`config.mk`:
```
export PLATFORM = sky130hd
export DESIGN_NAME = disp_plane_scanout
export DESIGN_NICKNAME = d
export VERILOG_FILES = /design/src/rtl/disp_plane_pkg.sv /design/src/rtl/plane_cfg_regs.sv /design/src/rtl/plane_pos_track.sv /design/src/rtl/plane_addr_calc.sv /design/src/rtl/disp_plane_scanout.sv
export SDC_FILE = /design/constraint.sdc
export NUM_CORES = 1
export LEC_CHECK = 0
export ABC_CLOCK_PERIOD_IN_PS = 11800
export BUFFER_PORTS_ARGS = -buffer_cell sky130_fd_sc_hd__buf_2
export CORE_AREA = 2 2 215 217
export DETAILED_ROUTE_END_ITERATION = 12
export DIE_AREA = 0 0 217 219
export PLACE_DENSITY = 0.82
export RECOVER_POWER = 25
export SYNTH_ARGS = -nofsm -noshare
export SYNTH_HDL_FRONTEND = slang
export SYNTH_HIERARCHICAL = 1
export SYNTH_SLANG_ARGS = --single-unit
```
`constraint.sdc`:
```
create_clock -name clk -period 11.8 [get_ports clk]
set_input_delay 0 -clock clk [delete_from_list [all_inputs] [get_ports clk]]
set_output_delay 0 -clock clk [all_outputs]
set_load 0.1 [all_outputs]
```
`src/rtl/disp_plane_pkg.sv`:
```
package disp_plane_pkg;

  localparam int POS_W = 16;

  localparam int CTL_EN_BIT   = 31;
  localparam int CTL_FMT_HI   = 29;
  localparam int CTL_FMT_LO   = 26;
  localparam int CTL_MUL_HI   = 21;
  localparam int CTL_MUL_LO   = 20;
  localparam int CTL_TILE_BIT = 10;

  typedef enum logic [1:0] {
    TAG_IDX8   = 2'd0,
    TAG_RGB16  = 2'd1,
    TAG_BGRX32 = 2'd2,
    TAG_NONE   = 2'd3
  } pix_tag_e;

  typedef enum logic [2:0] {
    SEL_CTRL   = 3'd0,
    SEL_ORIGIN = 3'd1,
    SEL_LINOFF = 3'd2,
    SEL_PITCH  = 3'd3,
    SEL_SIZE   = 3'd4,
    SEL_ERRCLR = 3'd5
  } cfg_sel_e;

  typedef struct packed {
    logic     ok;
    pix_tag_e tag;
    logic [1:0] bpp_shift;
  } fmt_info_t;

  typedef struct packed {
    logic       tiled;
    logic [1:0] mult;
    pix_tag_e   tag;
    logic [1:0] bpp_shift;
  } plane_mode_t;

  function automatic fmt_info_t decode_fmt(input logic [3:0] code);
    fmt_info_t f;
    case (code)
      4'd2:    f = '{ok: 1'b1, tag: TAG_IDX8,   bpp_shift: 2'd0};
      4'd5:    f = '{ok: 1'b1, tag: TAG_RGB16,  bpp_shift: 2'd1};
      4'd6:    f = '{ok: 1'b1, tag: TAG_BGRX32, bpp_shift: 2'd2};
      default: f = '{ok: 1'b0, tag: TAG_NONE,   bpp_shift: 2'd0};
    endcase
    return f;
  endfunction

endpackage

```
`src/rtl/plane_cfg_regs.sv`:
```
module plane_cfg_regs
  import disp_plane_pkg::*;
#(
  parameter int ADDR_W = 32
) (
  input  logic              clk,
  input  logic              rst_n,
  input  logic              cfg_we,
  input  logic [2:0]        cfg_sel,
  input  logic [31:0]       cfg_wdata,
  input  logic              frame_start,
  output logic              act_en,
  output logic [ADDR_W-1:0] act_origin,
  output logic [ADDR_W-1:0] act_pitch,
  output logic [POS_W-1:0]  act_wlast,
  output logic [POS_W-1:0]  act_hlast,
  output plane_mode_t       act_mode,
  output logic              fmt_err
);

  logic [ADDR_W-1:0] pend_origin, pend_off, pend_pitch;
  logic [POS_W-1:0]  pend_wlast, pend_hlast;
  plane_mode_t       pend_mode;
  logic              pend_en;

  fmt_info_t wr_fmt;
  logic      wr_ctrl, wr_go, wr_bad, wr_clr;

  assign wr_fmt  = decode_fmt(cfg_wdata[CTL_FMT_HI:CTL_FMT_LO]);
  assign wr_ctrl = cfg_we && (cfg_sel == SEL_CTRL);
  assign wr_go   = cfg_wdata[CTL_EN_BIT] && wr_fmt.ok;
  assign wr_bad  = wr_ctrl && cfg_wdata[CTL_EN_BIT] && !wr_fmt.ok;
  assign wr_clr  = cfg_we && (cfg_sel == SEL_ERRCLR);

  // Pending set: written by software, never seen by the scan path directly
  always_ff @(posedge clk) begin
    if (!rst_n) begin
      pend_origin <= '0;
      pend_off    <= '0;
      pend_pitch  <= '0;
      pend_wlast  <= '0;
      pend_hlast  <= '0;
      pend_mode   <= '{tiled: 1'b0, mult: 2'd0, tag: TAG_NONE, bpp_shift: 2'd0};
      pend_en     <= 1'b0;
    end else if (cfg_we) begin
      case (cfg_sel_e'(cfg_sel))
        SEL_ORIGIN: pend_origin <= cfg_wdata[ADDR_W-1:0];
        SEL_LINOFF: pend_off    <= cfg_wdata[ADDR_W-1:0];
        SEL_PITCH:  pend_pitch  <= cfg_wdata[ADDR_W-1:0];
        SEL_SIZE: begin
          pend_wlast <= cfg_wdata[31:16];
          pend_hlast <= cfg_wdata[15:0];
        end
        SEL_CTRL: begin
          pend_en   <= wr_go;
          pend_mode <= '{tiled:     cfg_wdata[CTL_TILE_BIT],
                         mult:      cfg_wdata[CTL_MUL_HI:CTL_MUL_LO],
                         tag:       wr_fmt.tag,
                         bpp_shift: wr_fmt.bpp_shift};
        end
        default: ;
      endcase
    end
  end

  // Working set: copied at frame start; disable acts at once
  always_ff @(posedge clk) begin
    if (!rst_n) begin
      act_en     <= 1'b0;
      act_origin <= '0;
      act_pitch  <= '0;
      act_wlast  <= '0;
      act_hlast  <= '0;
      act_mode   <= '{tiled: 1'b0, mult: 2'd0, tag: TAG_NONE, bpp_shift: 2'd0};
    end else begin
      if (frame_start) begin
        act_en     <= pend_en;
        act_origin <= pend_origin + pend_off;
        act_pitch  <= pend_pitch;
        act_wlast  <= pend_wlast;
        act_hlast  <= pend_hlast;
        act_mode   <= pend_mode;
      end
      if (wr_ctrl && !wr_go) act_en <= 1'b0;
    end
  end

  always_ff @(posedge clk) begin
    if (!rst_n)      fmt_err <= 1'b0;
    else if (wr_bad) fmt_err <= 1'b1;
    else if (wr_clr) fmt_err <= 1'b0;
  end

  AST_ERR_STICKY: assert property (@(posedge clk) disable iff (!rst_n)
    (fmt_err && !wr_clr) |=> fmt_err);
  AST_BADFMT_OFF: assert property (@(posedge clk) disable iff (!rst_n)
    wr_bad |=> (!act_en && fmt_err));
  AST_DISABLE_NOW: assert property (@(posedge clk) disable iff (!rst_n)
    (wr_ctrl && !cfg_wdata[CTL_EN_BIT]) |=> !act_en);
  AST_ON_AT_FRAME: assert property (@(posedge clk) disable iff (!rst_n)
    (!act_en && !frame_start) |=> !act_en);
  AST_SET_HELD: assert property (@(posedge clk) disable iff (!rst_n)
    !frame_start |=> ($stable(act_origin) && $stable(act_pitch)
                      && $stable(act_wlast) && $stable(act_hlast)));

endmodule

```
`src/rtl/plane_pos_track.sv`:
```
module plane_pos_track
  import disp_plane_pkg::*;
#(
  parameter int ADDR_W = 32,
  parameter int TILE_H = 8
) (
  input  logic              clk,
  input  logic              rst_n,
  input  logic              frame_start,
  input  logic              line_start,
  input  logic              pix_take,
  input  logic [ADDR_W-1:0] act_pitch,
  output logic [POS_W-1:0]  pix_x,
  output logic [POS_W-1:0]  line_y,
  output logic [ADDR_W-1:0] lin_base,
  output logic [ADDR_W-1:0] tile_base
);

  localparam int TH_LOG2 = $clog2(TILE_H);
  localparam logic [POS_W-1:0] TH_MASK = POS_W'(TILE_H - 1);
  localparam logic [POS_W-1:0] POS_MAX = '1;

  logic group_end;
  assign group_end = ((line_y & TH_MASK) == TH_MASK);

  always_ff @(posedge clk) begin
    if (!rst_n) begin
      pix_x     <= '0;
      line_y    <= '0;
      lin_base  <= '0;
      tile_base <= '0;
    end else if (frame_start) begin
      pix_x     <= '0;
      line_y    <= '0;
      lin_base  <= '0;
      tile_base <= '0;
    end else if (line_start) begin
      pix_x <= '0;
      if (line_y != POS_MAX) begin
        line_y   <= line_y + 1'b1;
        lin_base <= lin_base + act_pitch;
        if (group_end) tile_base <= tile_base + (act_pitch << TH_LOG2);
      end
    end else if (pix_take && (pix_x != POS_MAX)) begin
      pix_x <= pix_x + 1'b1;
    end
  end

  AST_FRAME_HOME: assert property (@(posedge clk) disable iff (!rst_n)
    frame_start |=> (pix_x == '0 && line_y == '0));
  AST_LINE_STEP: assert property (@(posedge clk) disable iff (!rst_n)
    (line_start && !frame_start && line_y != POS_MAX)
      |=> (line_y == $past(line_y) + 1'b1 && pix_x == '0));
  AST_PIX_STEP: assert property (@(posedge clk) disable iff (!rst_n)
    (pix_take && !frame_start && !line_start && pix_x != POS_MAX)
      |=> (pix_x == $past(pix_x) + 1'b1));

endmodule

```
`src/rtl/plane_addr_calc.sv`:
```
module plane_addr_calc
  import disp_plane_pkg::*;
#(
  parameter int ADDR_W       = 32,
  parameter int TILE_W_BYTES = 512,
  parameter int TILE_H       = 8,
  parameter bit TILING_EN    = 1'b1
) (
  input  plane_mode_t             mode,
  input  logic [POS_W-1:0]        pix_x,
  input  logic [$clog2(TILE_H)-1:0] row_in_tile,
  input  logic [ADDR_W-1:0]       origin,
  input  logic [ADDR_W-1:0]       lin_base,
  input  logic [ADDR_W-1:0]       tile_base,
  output logic [ADDR_W-1:0]       addr
);

  localparam int TW_LOG2 = $clog2(TILE_W_BYTES);
  localparam int TH_LOG2 = $clog2(TILE_H);
  localparam logic [ADDR_W-1:0] TW_MASK = ADDR_W'(TILE_W_BYTES - 1);

  logic [POS_W-1:0]  src_x;
  logic [ADDR_W-1:0] x_bytes, lin_addr;

  assign src_x    = pix_x >> mode.mult;
  assign x_bytes  = ADDR_W'(src_x) << mode.bpp_shift;
  assign lin_addr = origin + lin_base + x_bytes;

  generate
    if (TILING_EN) begin : g_tiled
      logic [ADDR_W-1:0] col_off, row_off, in_off, tile_addr;
      assign col_off   = (x_bytes >> TW_LOG2) << (TW_LOG2 + TH_LOG2);
      assign row_off   = ADDR_W'(row_in_tile) << TW_LOG2;
      assign in_off    = x_bytes & TW_MASK;
      assign tile_addr = origin + tile_base + col_off + row_off + in_off;
      assign addr      = mode.tiled ? tile_addr : lin_addr;
    end else begin : g_linear
      logic lin_unused;
      assign lin_unused = ^{row_in_tile, tile_base, mode.tiled};
      assign addr       = lin_addr;
    end
  endgenerate

endmodule

```
`src/rtl/disp_plane_scanout.sv`:
```
module disp_plane_scanout
  import disp_plane_pkg::*;
#(
  parameter int ADDR_W       = 32,
  parameter int TILE_W_BYTES = 512,
  parameter int TILE_H       = 8,
  parameter bit TILING_EN    = 1'b1
) (
  input  logic              clk,
  input  logic              rst_n,
  input  logic              cfg_we,
  input  logic [2:0]        cfg_sel,
  input  logic [31:0]       cfg_wdata,
  input  logic              frame_start,
  input  logic              line_start,
  input  logic              pix_valid,
  output logic              pix_ready,
  output logic              out_valid,
  input  logic              out_ready,
  output logic [ADDR_W-1:0] out_addr,
  output logic [1:0]        out_tag,
  output logic              plane_on,
  output logic              fmt_err
);

  localparam int TH_LOG2 = $clog2(TILE_H);

  logic              act_en;
  logic [ADDR_W-1:0] act_origin, act_pitch, lin_base, tile_base, calc_addr;
  logic [POS_W-1:0]  act_wlast, act_hlast, pix_x, line_y;
  plane_mode_t       act_mode;
  logic              pix_take, in_view;

  plane_cfg_regs #(.ADDR_W(ADDR_W)) u_regs (
    .clk        (clk),
    .rst_n      (rst_n),
    .cfg_we     (cfg_we),
    .cfg_sel    (cfg_sel),
    .cfg_wdata  (cfg_wdata),
    .frame_start(frame_start),
    .act_en     (act_en),
    .act_origin (act_origin),
    .act_pitch  (act_pitch),
    .act_wlast  (act_wlast),
    .act_hlast  (act_hlast),
    .act_mode   (act_mode),
    .fmt_err    (fmt_err)
  );

  plane_pos_track #(.ADDR_W(ADDR_W), .TILE_H(TILE_H)) u_pos (
    .clk        (clk),
    .rst_n      (rst_n),
    .frame_start(frame_start),
    .line_start (line_start),
    .pix_take   (pix_take),
    .act_pitch  (act_pitch),
    .pix_x      (pix_x),
    .line_y     (line_y),
    .lin_base   (lin_base),
    .tile_base  (tile_base)
  );

  plane_addr_calc #(
    .ADDR_W(ADDR_W), .TILE_W_BYTES(TILE_W_BYTES),
    .TILE_H(TILE_H), .TILING_EN(TILING_EN)
  ) u_calc (
    .mode       (act_mode),
    .pix_x      (pix_x),
    .row_in_tile(line_y[TH_LOG2-1:0]),
    .origin     (act_origin),
    .lin_base   (lin_base),
    .tile_base  (tile_base),
    .addr       (calc_addr)
  );

  assign pix_ready = (!out_valid || out_ready) && !frame_start && !line_start;
  assign pix_take  = pix_valid && pix_ready;
  assign in_view   = act_en && (pix_x <= act_wlast) && (line_y <= act_hlast);
  assign plane_on  = act_en;

  always_ff @(posedge clk) begin
    if (!rst_n) begin
      out_valid <= 1'b0;
      out_addr  <= '0;
      out_tag   <= TAG_NONE;
    end else if (pix_take) begin
      out_valid <= in_view;
      if (in_view) begin
        out_addr <= calc_addr;
        out_tag  <= act_mode.tag;
      end
    end else if (out_ready) begin
      out_valid <= 1'b0;
    end
  end

  AST_OUT_HOLD: assert property (@(posedge clk) disable iff (!rst_n)
    (out_valid && !out_ready) |=> (out_valid && $stable(out_addr) && $stable(out_tag)));
  AST_OFF_SILENT: assert property (@(posedge clk) disable iff (!rst_n)
    (!act_en && (!out_valid || out_ready)) |=> !out_valid);
  AST_TAG_KNOWN: assert property (@(posedge clk) disable iff (!rst_n)
    out_valid |-> (out_tag != TAG_NONE));

endmodule

```
### Word-level counts from Yosys, hierarchy flattened

Index checks and enable logic that the tools add are counted.

* mux-type cells: 6
* add/subtract/negate cells: 11
* magnitude comparators: 2
* eq/ne operators: 11
* shift operators: 2
* reductions and logical operators: 32
* bitwise operators: 1

Operator list (count)
* $add A32 B32 Y32: 7
* $add A16 B1 Y16 const B: 2
* $add A32 B12 Y32: 1
* $add A32 B9 Y32: 1
* $le A16 B16 Y1: 2
* $mux W32: 1
* $ne A16 B16 Y1 const B: 2
* $shl A16 B2 Y32: 1
* $shr A16 B2 Y16: 1
* $pmux W5 S3: 1
* $reduce_and A2 Y1: 7
* $logic_and A1 B1 Y1: 12
* $eq A3 B3 Y1 const B: 3
* $eq A4 B3 Y1 const B: 2
* $eq A3 B2 Y1 const B: 2
* $logic_not A1 Y1: 5
* $eq A4 B2 Y1 const B: 1
* $mux W1: 4
* $reduce_bool A2 Y1: 2
* $reduce_or A2 Y1: 2
* $eq A3 B1 Y1 const B: 1
* $logic_not A3 Y1: 1
* $reduce_and A3 Y1: 1
* $reduce_or A3 Y1: 1
* other kinds (2): 2

* output and inout port bits: 38
* bits of input ports: 42
* word-level logic and storage cells: 92
* bits in registers: 372

### Logic depth before layout (Yosys ltp)

Gate-level depths: netlist (run 1).

* depth after elaboration: 6
* mapped depth: 23
* depth with buffers taken out: 20

### Modules after synthesis

Netlist (run 1), hierarchy kept.

Modules (own cells, without submodules)
* plane_cfg_regs: area an instance 10577.6 um^2, cells an instance 1203, sequential area each 4824.6 um^2, instances 1
* plane_pos_track: area an instance 6591.3 um^2, cells an instance 848, sequential area each 1861.8 um^2, instances 1
* plane_addr_calc: area an instance 5292.6 um^2, cells an instance 676, sequential area each 0.0 um^2, instances 1
* disp_plane_scanout: area an instance 2245.9 um^2, cells an instance 266, sequential area each 700.7 um^2, instances 1

### Worst setup path after synthesis (run 1)

OpenSTA, ideal clock, no wires.

* path type: reg2reg
* start point: reg u_regs/act_mode[5] (netlist name)
* end point: reg out_addr[31]
* data required time: 11728 ps
* arrival time: 4822 ps
* slack: 6906 ps
* library setup time: 72 ps
* buffers on the path: 3
* stages on the path, launching flop included: 21
* clock period less this slack: 4894 ps
* path through: dfxtp_1 > clkbuf_1 > clkbuf_1 > clkbuf_1 > a211oi_1 > a21oi_1 > a21oi_1 > mux2i_1 > fa_1 > ha_1 > a21o_1 > or3_1 > o221a_1 > a311o_1 > a221oi_2 > o21a_2 > o31ai_1 > xnor2_1 > o211ai_1 > nand2_1 > mux2i_1

* longest elaborated chain between the ends: 6
* elaborated cells between the ends (all ways): 7
* those cells by class: 4 x add/sub; 2 x shift; 1 x mux

Ends and longest elaborated chain
* $shr A16 B2 Y16 *: line plane_addr_calc.sv:25 `assign src_x = pix_x >> mode.mult;`
* $shl A16 B2 Y32 *: line plane_addr_calc.sv:26 `assign x_bytes = ADDR_W'(src_x) << mode.bpp_shift;`
* $add A32 B32 Y32: line plane_addr_calc.sv:35 `assign tile_addr = origin + tile_base + col_off + row_off + in_off;`
* $add A32 B12 Y32: line plane_addr_calc.sv:35
* $add A32 B9 Y32: line plane_addr_calc.sv:35
* $mux W32 *: line plane_addr_calc.sv:36 `assign addr = mode.tiled ? tile_addr : lin_addr;`
* named net calc_addr[31]: line disp_plane_scanout.sv:29 `logic [ADDR_W-1:0] act_origin, act_pitch, lin_base, tile_base, calc_addr;`
* to (signal assigned): line disp_plane_scanout.sv:89 `out_addr <= calc_addr;`
* to (decl): line disp_plane_scanout.sv:20 `output logic [ADDR_W-1:0] out_addr,`

The timed path passes the listed nets; every way through them passes the cells marked *.
A chain may end at the register's enable or synchronous reset.

==> results of run 1 <==
## state kept, by name (all words and copies together) (netlist names), 2 cells and up
register            count
u_pos/line_y           16
u_regs/pend_hlast      16
u_regs/act_hlast       16
u_regs/pend_wlast      16
u_regs/act_pitch       32
out_addr               32
u_regs/pend_pitch      32
u_pos/tile_base        29
u_regs/pend_mode        7
u_regs/act_wlast       16
u_pos/pix_x            16
out_tag                 2
u_pos/lin_base         32
u_regs/act_mode         7
u_regs/pend_off        32
u_regs/pend_origin     32
u_regs/act_origin      32
## through the flow
step	area (µm²)	instances	setup WS (ps)	util, %	power (W)
detailed placement	25400	3537	6270	56.3	0.00148
finish	27200	3662	5150	60.4	0.00285
global route	27200	3662	4520	60.4	0.00294
CTS	27300	3662	6260	60.6	0.00287
global placement	25400	3537	6510	56.3	0.00148
floorplan	24700	2995	6910	-	0.00142
## placed cells by master, fill, tap and decap left out, drive strengths merged, types with 7 or more instances in the layout
master / count
and3: 27
fa: 46
buf: 59
and4: 9
mux2: 11
a31oi: 20
inv: 81
nor3: 33
or3: 12
o31ai: 14
o21a: 16
a211oi: 17
nor2: 128
xnor2: 77
o211ai: 24
nor4: 8
clkbuf: 94
ha: 206
clkinv: 12
mux2i: 142
a21oi: 245
nand2b: 33
a21o: 75
nand3: 69
o21bai: 19
and2: 12
dfxtp: 369
nand2: 566
o31a: 7
o211a: 7
nand4: 40
dlygate4sd3: 46
a211o: 7
xor2: 66
a21boi: 139
o21ai: 132
nor2b: 105
a2111oi: 7
## path summary, 6_finish.rpt
kind                       from                     to  depth (start not counted)
max                       rst_n  u_regs/act_origin[29]                          7
min                cfg_wdata[9]     u_regs/pend_off[9]                          4
min reg2reg         out_addr[3]            out_addr[3]                          2
max reg2reg  u_regs/act_mode[5]           out_addr[31]                         18
## critical path, stage by stage
cell and delay [ps]:
dlygate4sd3_1 520, clkbuf_1 2630, clkbuf_1 2360, buf_4 1060, and2_1 290, nand4b_1 110
nand3_1 100
## cells by family (layout without fill, tap and decap cells)
group	after synthesis	after routing	share of synthesized area (%)
AND/OR/NAND/NOR	1064	1064	19.7
AO/OA/AOI/OAI	774	774	20.6
flip-flops	369	369	29.9
adder cells (fa/ha/maj)	252	252	14.2
buffers and inverters	233	300	3.92
multiplexers	157	157	6.62
XOR/XNOR	143	143	5.07
other	1	3	0.0152
## power breakdown
| part | total [W] | switching (W) | internal, W |
|---|---|---|---|
| Clock | 0.00138 | 0.000579 | 0.000804 |
| Sequential | 0.00128 | 0.0000172 | 0.00126 |
| Combinational | 0.000192 | 0.000120 | 0.0000718 |
| Total | 0.00285 | 0.000716 | 0.00214 |
## layout make-up
cell class | instances | area [µm²]
Fill cell | 3948 | 17800
Multi-Input combinational cell | 2393 | 16400
Sequential cell | 369 | 7390
Clock buffer | 55 | 1170
Timing Repair Buffer | 144 | 950
Tap cell | 600 | 751
Clock inverter | 24 | 304
Inverter | 77 | 289
## per-layer routing
metal	vias up	GRT usage, %	wire length, µm
li1	10587	-	-
met1	10431	40.3	32000
met2	891	46.6	31200
met3	126	4.75	5230
met4	0	9.47	2070
met5	-	0	0
==> flow_summary.json, run 1 <==
{
  "vias": 22035,
  "numClockSinks": 369,
  "first_pass_iters": 6,
  "cts-root-buf": "clkbuf_16",
  "grt_overflow": 0,
  "postSynthAreaPerCell_um2": 8.26,
  "grt_pass1_vias": 21087,
  "ios": 80,
  "cts.path.max_buffers": 3,
  "antenna_found_initial": 0,
  "grt_max_degree": 126,
  "p_leak_nw": 11.4,
  "globalRouteTotalUtil_pct": 29.2,
  "finalSetupViolCount": 0,
  "cts_hold_buf": 46,
  "dp_hpwl_um": 52400,
  "synth_cells": 2993,
  "postSynthRegisterBits": 369,
  "whs_ps": 258,
  "antennaDiodeCount": 0,
  "power.density_nw_per_um2": 105,
  "rsz0062_at_grt": "false",
  "area_growth_syn_to_layout_pct": 10.3,
  "r2r_setup_slack_ps": 6070,
  "tns_ps": 0,
  "synth.most_common_cell": "nand2_1",
  "skew_ps": 26.6,
  "path_class": "primary input to register",
  "endpoint_kind": "register",
  "yosys.area.top_type": "dfxtp_1",
  "yosysSeqAreaShare_pct": 29.9,
  "wirelength_um": 70500,
  "synth_edf_count": 0,
  "drc": 0,
  "htree_levels": 2,
  "crit_required_ps": 12320,
  "nNetsFinal": 3322,
  "numPortBuffers": 79,
  "max_freq_mhz": 150,
  "ys_types": 92,
  "grt_pass1_wl_um": 111000,
  "core_area_um2": 45100,
  "num_rows": 78,
  "place_congestion": 0.926,
  "vdd_ir_drop_max_uv": 91.7,
  "synthTopCellsByCount": "nand2_1 (566), dfxtp_1 (369), a21oi_1 (240)",
  "drive_gt1_share_pct": 6.14,
  "synth_top_cell_area_share_pct": 29.9,
  "synthFlopType": "dfxtp_1",
  "path_clk_slew_ps": 60,
  "post_cts_buffers": 0,
  "violations": "max-capacitance violations, max-slew violations",
  "synthArstFlopShare_pct": 0,
  "syn_area_um2": 24700,
  "initial_core_util_pct": 54.8,
  "ant_nets": 0,
  "worst_ep_arrival_time_ps": 7180,
  "hold_violations": 0,
  "wire_per_inst_um": 19.3,
  "hold_path_class": "primary input to register",
  "synthTopCellsByArea": "dfxtp_1 (30%), ha_1 (10%), nand2_1 (8.6%)",
  "postCtsResizedCells": 0,
  "drt-vias-per-instance": 6.02,
  "post-route-min-period_ps": 6650,
  "cp_max_fo": 125,
  "insertion_delay_ps": 600,
  "status": "complete, but fails checks",
  "die_height_um": 219,
  "fin_crit_sh_pct": 56.4,
  "start_kind": "primary input",
  "yosysWarningCount": 6,
  "numCtsBuffers": 43,
  "maxCapViolations": 2,
  "tightest_slew_ps": 3740,
  "die_w_um": 217,
  "slew_headroom_pct": -150,
  "drt_first_iter_violations": 1789,
  "cts_tree": "yes",
  "finalMaxSlewViolations": 176,
  "design.die.area_um2": 47500
}
(Power assumes the default switching activity.)
==> run 2: changes to the inputs <==
--- a/config.mk
+++ b/config.mk
@@ -5,12 +5,12 @@
 export SDC_FILE = /design/constraint.sdc
 export NUM_CORES = 1
 export LEC_CHECK = 0
-export ABC_CLOCK_PERIOD_IN_PS = 11800
+export ABC_CLOCK_PERIOD_IN_PS = 5600
 export BUFFER_PORTS_ARGS = -buffer_cell sky130_fd_sc_hd__buf_2
 export CORE_AREA = 2 2 215 217
 export DETAILED_ROUTE_END_ITERATION = 12
 export DIE_AREA = 0 0 217 219
-export PLACE_DENSITY = 0.82
+export PLACE_DENSITY = 0.84
 export RECOVER_POWER = 25
 export SYNTH_ARGS = -nofsm -noshare
 export SYNTH_HDL_FRONTEND = slang
==> constraint.sdc (replaced) <==
create_clock -name clk -period 5.6 [get_ports clk]
set_input_delay 0 -clock clk [delete_from_list [all_inputs] [get_ports clk]]
set_output_delay 0 -clock clk [all_outputs]
set_load 0.1 [all_outputs]
==> flow_summary.json, run 2 (synthesis results as in run 1) <==
{
  "start_kind": "register",
  "worst-path-buf-inv": 0,
  "antenna_found_initial": 0,
  "slowest_stage": "dfxtp_1",
  "design.die.area_um2": 47500,
  "tns_ps": 0,
  "worst_ep_arrival_time_ps": 5480,
  "drt_first_iter_violations": 1957,
  "path_class": "register to register",
  "hold_violations": 0,
  "drive_gt1_share_pct": 6.09,
  "htree_levels": 2,
  "fillers": 3963,
  "cts_tree": "yes",
  "rsz0062_at_grt": "false",
  "vias": 21677,
  "cts.path.max_buffers": 3,
  "globalRouteTotalUtil_pct": 27.4,
  "die_height_um": 219,
  "crit_required_ps": 6100,
  "insertion_delay_ps": 570,
  "drt-vias-per-instance": 5.93,
  "ios": 80,
  "tightest_slew_ps": 2970,
  "area_growth_syn_to_layout_pct": 9.90,
  "die_w_um": 217,
  "ant_nets": 0,
  "maxCapViolations": 2,
  "hold_path_class": "primary input to register",
  "fin_crit_sh_pct": 88.8,
  "vdd_ir_drop_max_uv": 265,
  "slew_headroom_pct": -98.1,
  "cts-root-buf": "clkbuf_16",
  "post_cts_buffers": 0,
  "postCtsResizedCells": 0,
  "cts_hold_buf": 42,
  "endpoint_kind": "register",
  "cp_max_fo": 10,
  "max_freq_mhz": 201,
  "initial_core_util_pct": 54.8,
  "wirelength_um": 66100,
  "nNetsFinal": 3319,
  "power.density_nw_per_um2": 217,
  "first_pass_iters": 7,
  "numPortBuffers": 79,
  "place_congestion": 0.981,
  "dp_hpwl_um": 49000,
  "crit_family": "compound AO/OA/AOI/OAI gates",
  "finalSetupViolCount": 0,
  "core_area_um2": 45100,
  "path_cells": "mux2i_1, mux2_2, mux2_2, mux2i_1, fa_1, ha_1, a21o_1, or3_1, o221a_1, a311o_1, a221oi_2, o21a_2, o31ai_1, xnor2_1, o211ai_1, nand2_1, mux2i_1",
  "numCtsBuffers": 41,
  "finalMaxSlewViolations": 174,
  "post-place-cells": 3540,
  "antennaDiodeCount": 0,
  "skew_ps": 11.6,
  "final_cell_mix": "nand2_1 (566), dfxtp_1 (368), a21oi_1 (240)",
  "grt_max_degree": 128,
  "drc": 0,
  "numClockSinks": 369,
  "final_common_cell": "nand2_1",
  "p_leak_nw": 11.4,
  "grt_pass1_wl_um": 105000,
  "max_stage_delay_ps": 560,
  "violations": "max-capacitance violations, max-slew violations",
  "status": "complete, but fails checks",
  "power_w": 0.00590,
  "grt_pass1_vias": 19927,
  "cp_common_cell": "mux2i_1",
  "instances_no_fill": 3656,
  "post-route-min-period_ps": 4970,
  "wire_per_inst_um": 18.1,
  "r2r_setup_slack_ps": 630,
  "path_clk_slew_ps": 60,
  "num_rows": 78,
  "grt_overflow": 0
}
run 2: cell count changes in the layout (fill, tap and decap cells not counted), moves of 2 or more:
cell           before  now
clkinvlp_4          4    0
buf_4              19   21
clkinv_2            8   11
dlygate4sd3_1      46   42
inv_6               3    0
run 2: layout make-up:
class | count | area (µm²) | area share, %
clock buffers | 55 | 1150 | 4.23
clock inverters | 19 | 250 | 0.922
inverters | 77 | 289 | 1.06
multi-input cells | 2393 | 16400 | 60.4
flip-flops and latches | 369 | 7390 | 27.2
well taps | 600 | 751 | 2.76
repair buffers | 143 | 930 | 3.42
run 2: worst paths after layout:
kind / from / to / cells past startpoint
worst min-delay path: frame_start / u_regs/act_mode[2] / 3
worst max register to register: u_regs/act_mode[5] / out_addr[31] / 17
worst max-delay path: u_regs/act_mode[5] / out_addr[31] / 17
worst min register to register: out_addr[0] / out_addr[0] / 2
run 2: stage by stage:
step | area (µm²) | hold WS (ps) | setup slack [ps] | utilization (%)
floorplan | 24700 | 145 | 706 | -
global placement | 25400 | 304 | 820 | 56.3
detailed placement | 25400 | 308 | 717 | 56.3
CTS | 27200 | 59.2 | 705 | 60.4
global route | 27200 | 92.1 | 368 | 60.2
finish | 27200 | 77.8 | 626 | 60.2
run 2: report_power, final:
group	internal (W)	total (W)	switching, W
clock network	0.00168	0.00281	0.00113
registers	0.00266	0.00269	0.0000365
logic	0.000149	0.000390	0.000241
run 2: per-layer routing:
metal	part of all wire, %	wire [µm]	global-route usage, %	vias up
met5	0	0	0	-
met4	3.1	2070	9.43	0
met3	8.3	5490	4.17	124
met2	42	28000	41.4	850
met1	46	30600	39.7	10143
li1	-	-	-	10560
run 2: worst register-to-register path: stages, from the launching register on:
cell      delay, ps
dfxtp_1         560
mux2i_1         180
mux2_2          300
mux2_2          280
mux2i_1         270
fa_1            480
ha_1            370
a21o_1          210
or3_1           340
o221a_1         290
a311o_1         410
a221oi_2        370
o21a_2          210
o31ai_1          90
xnor2_1         130
o211ai_1        180
nand2_1          70
mux2i_1         170
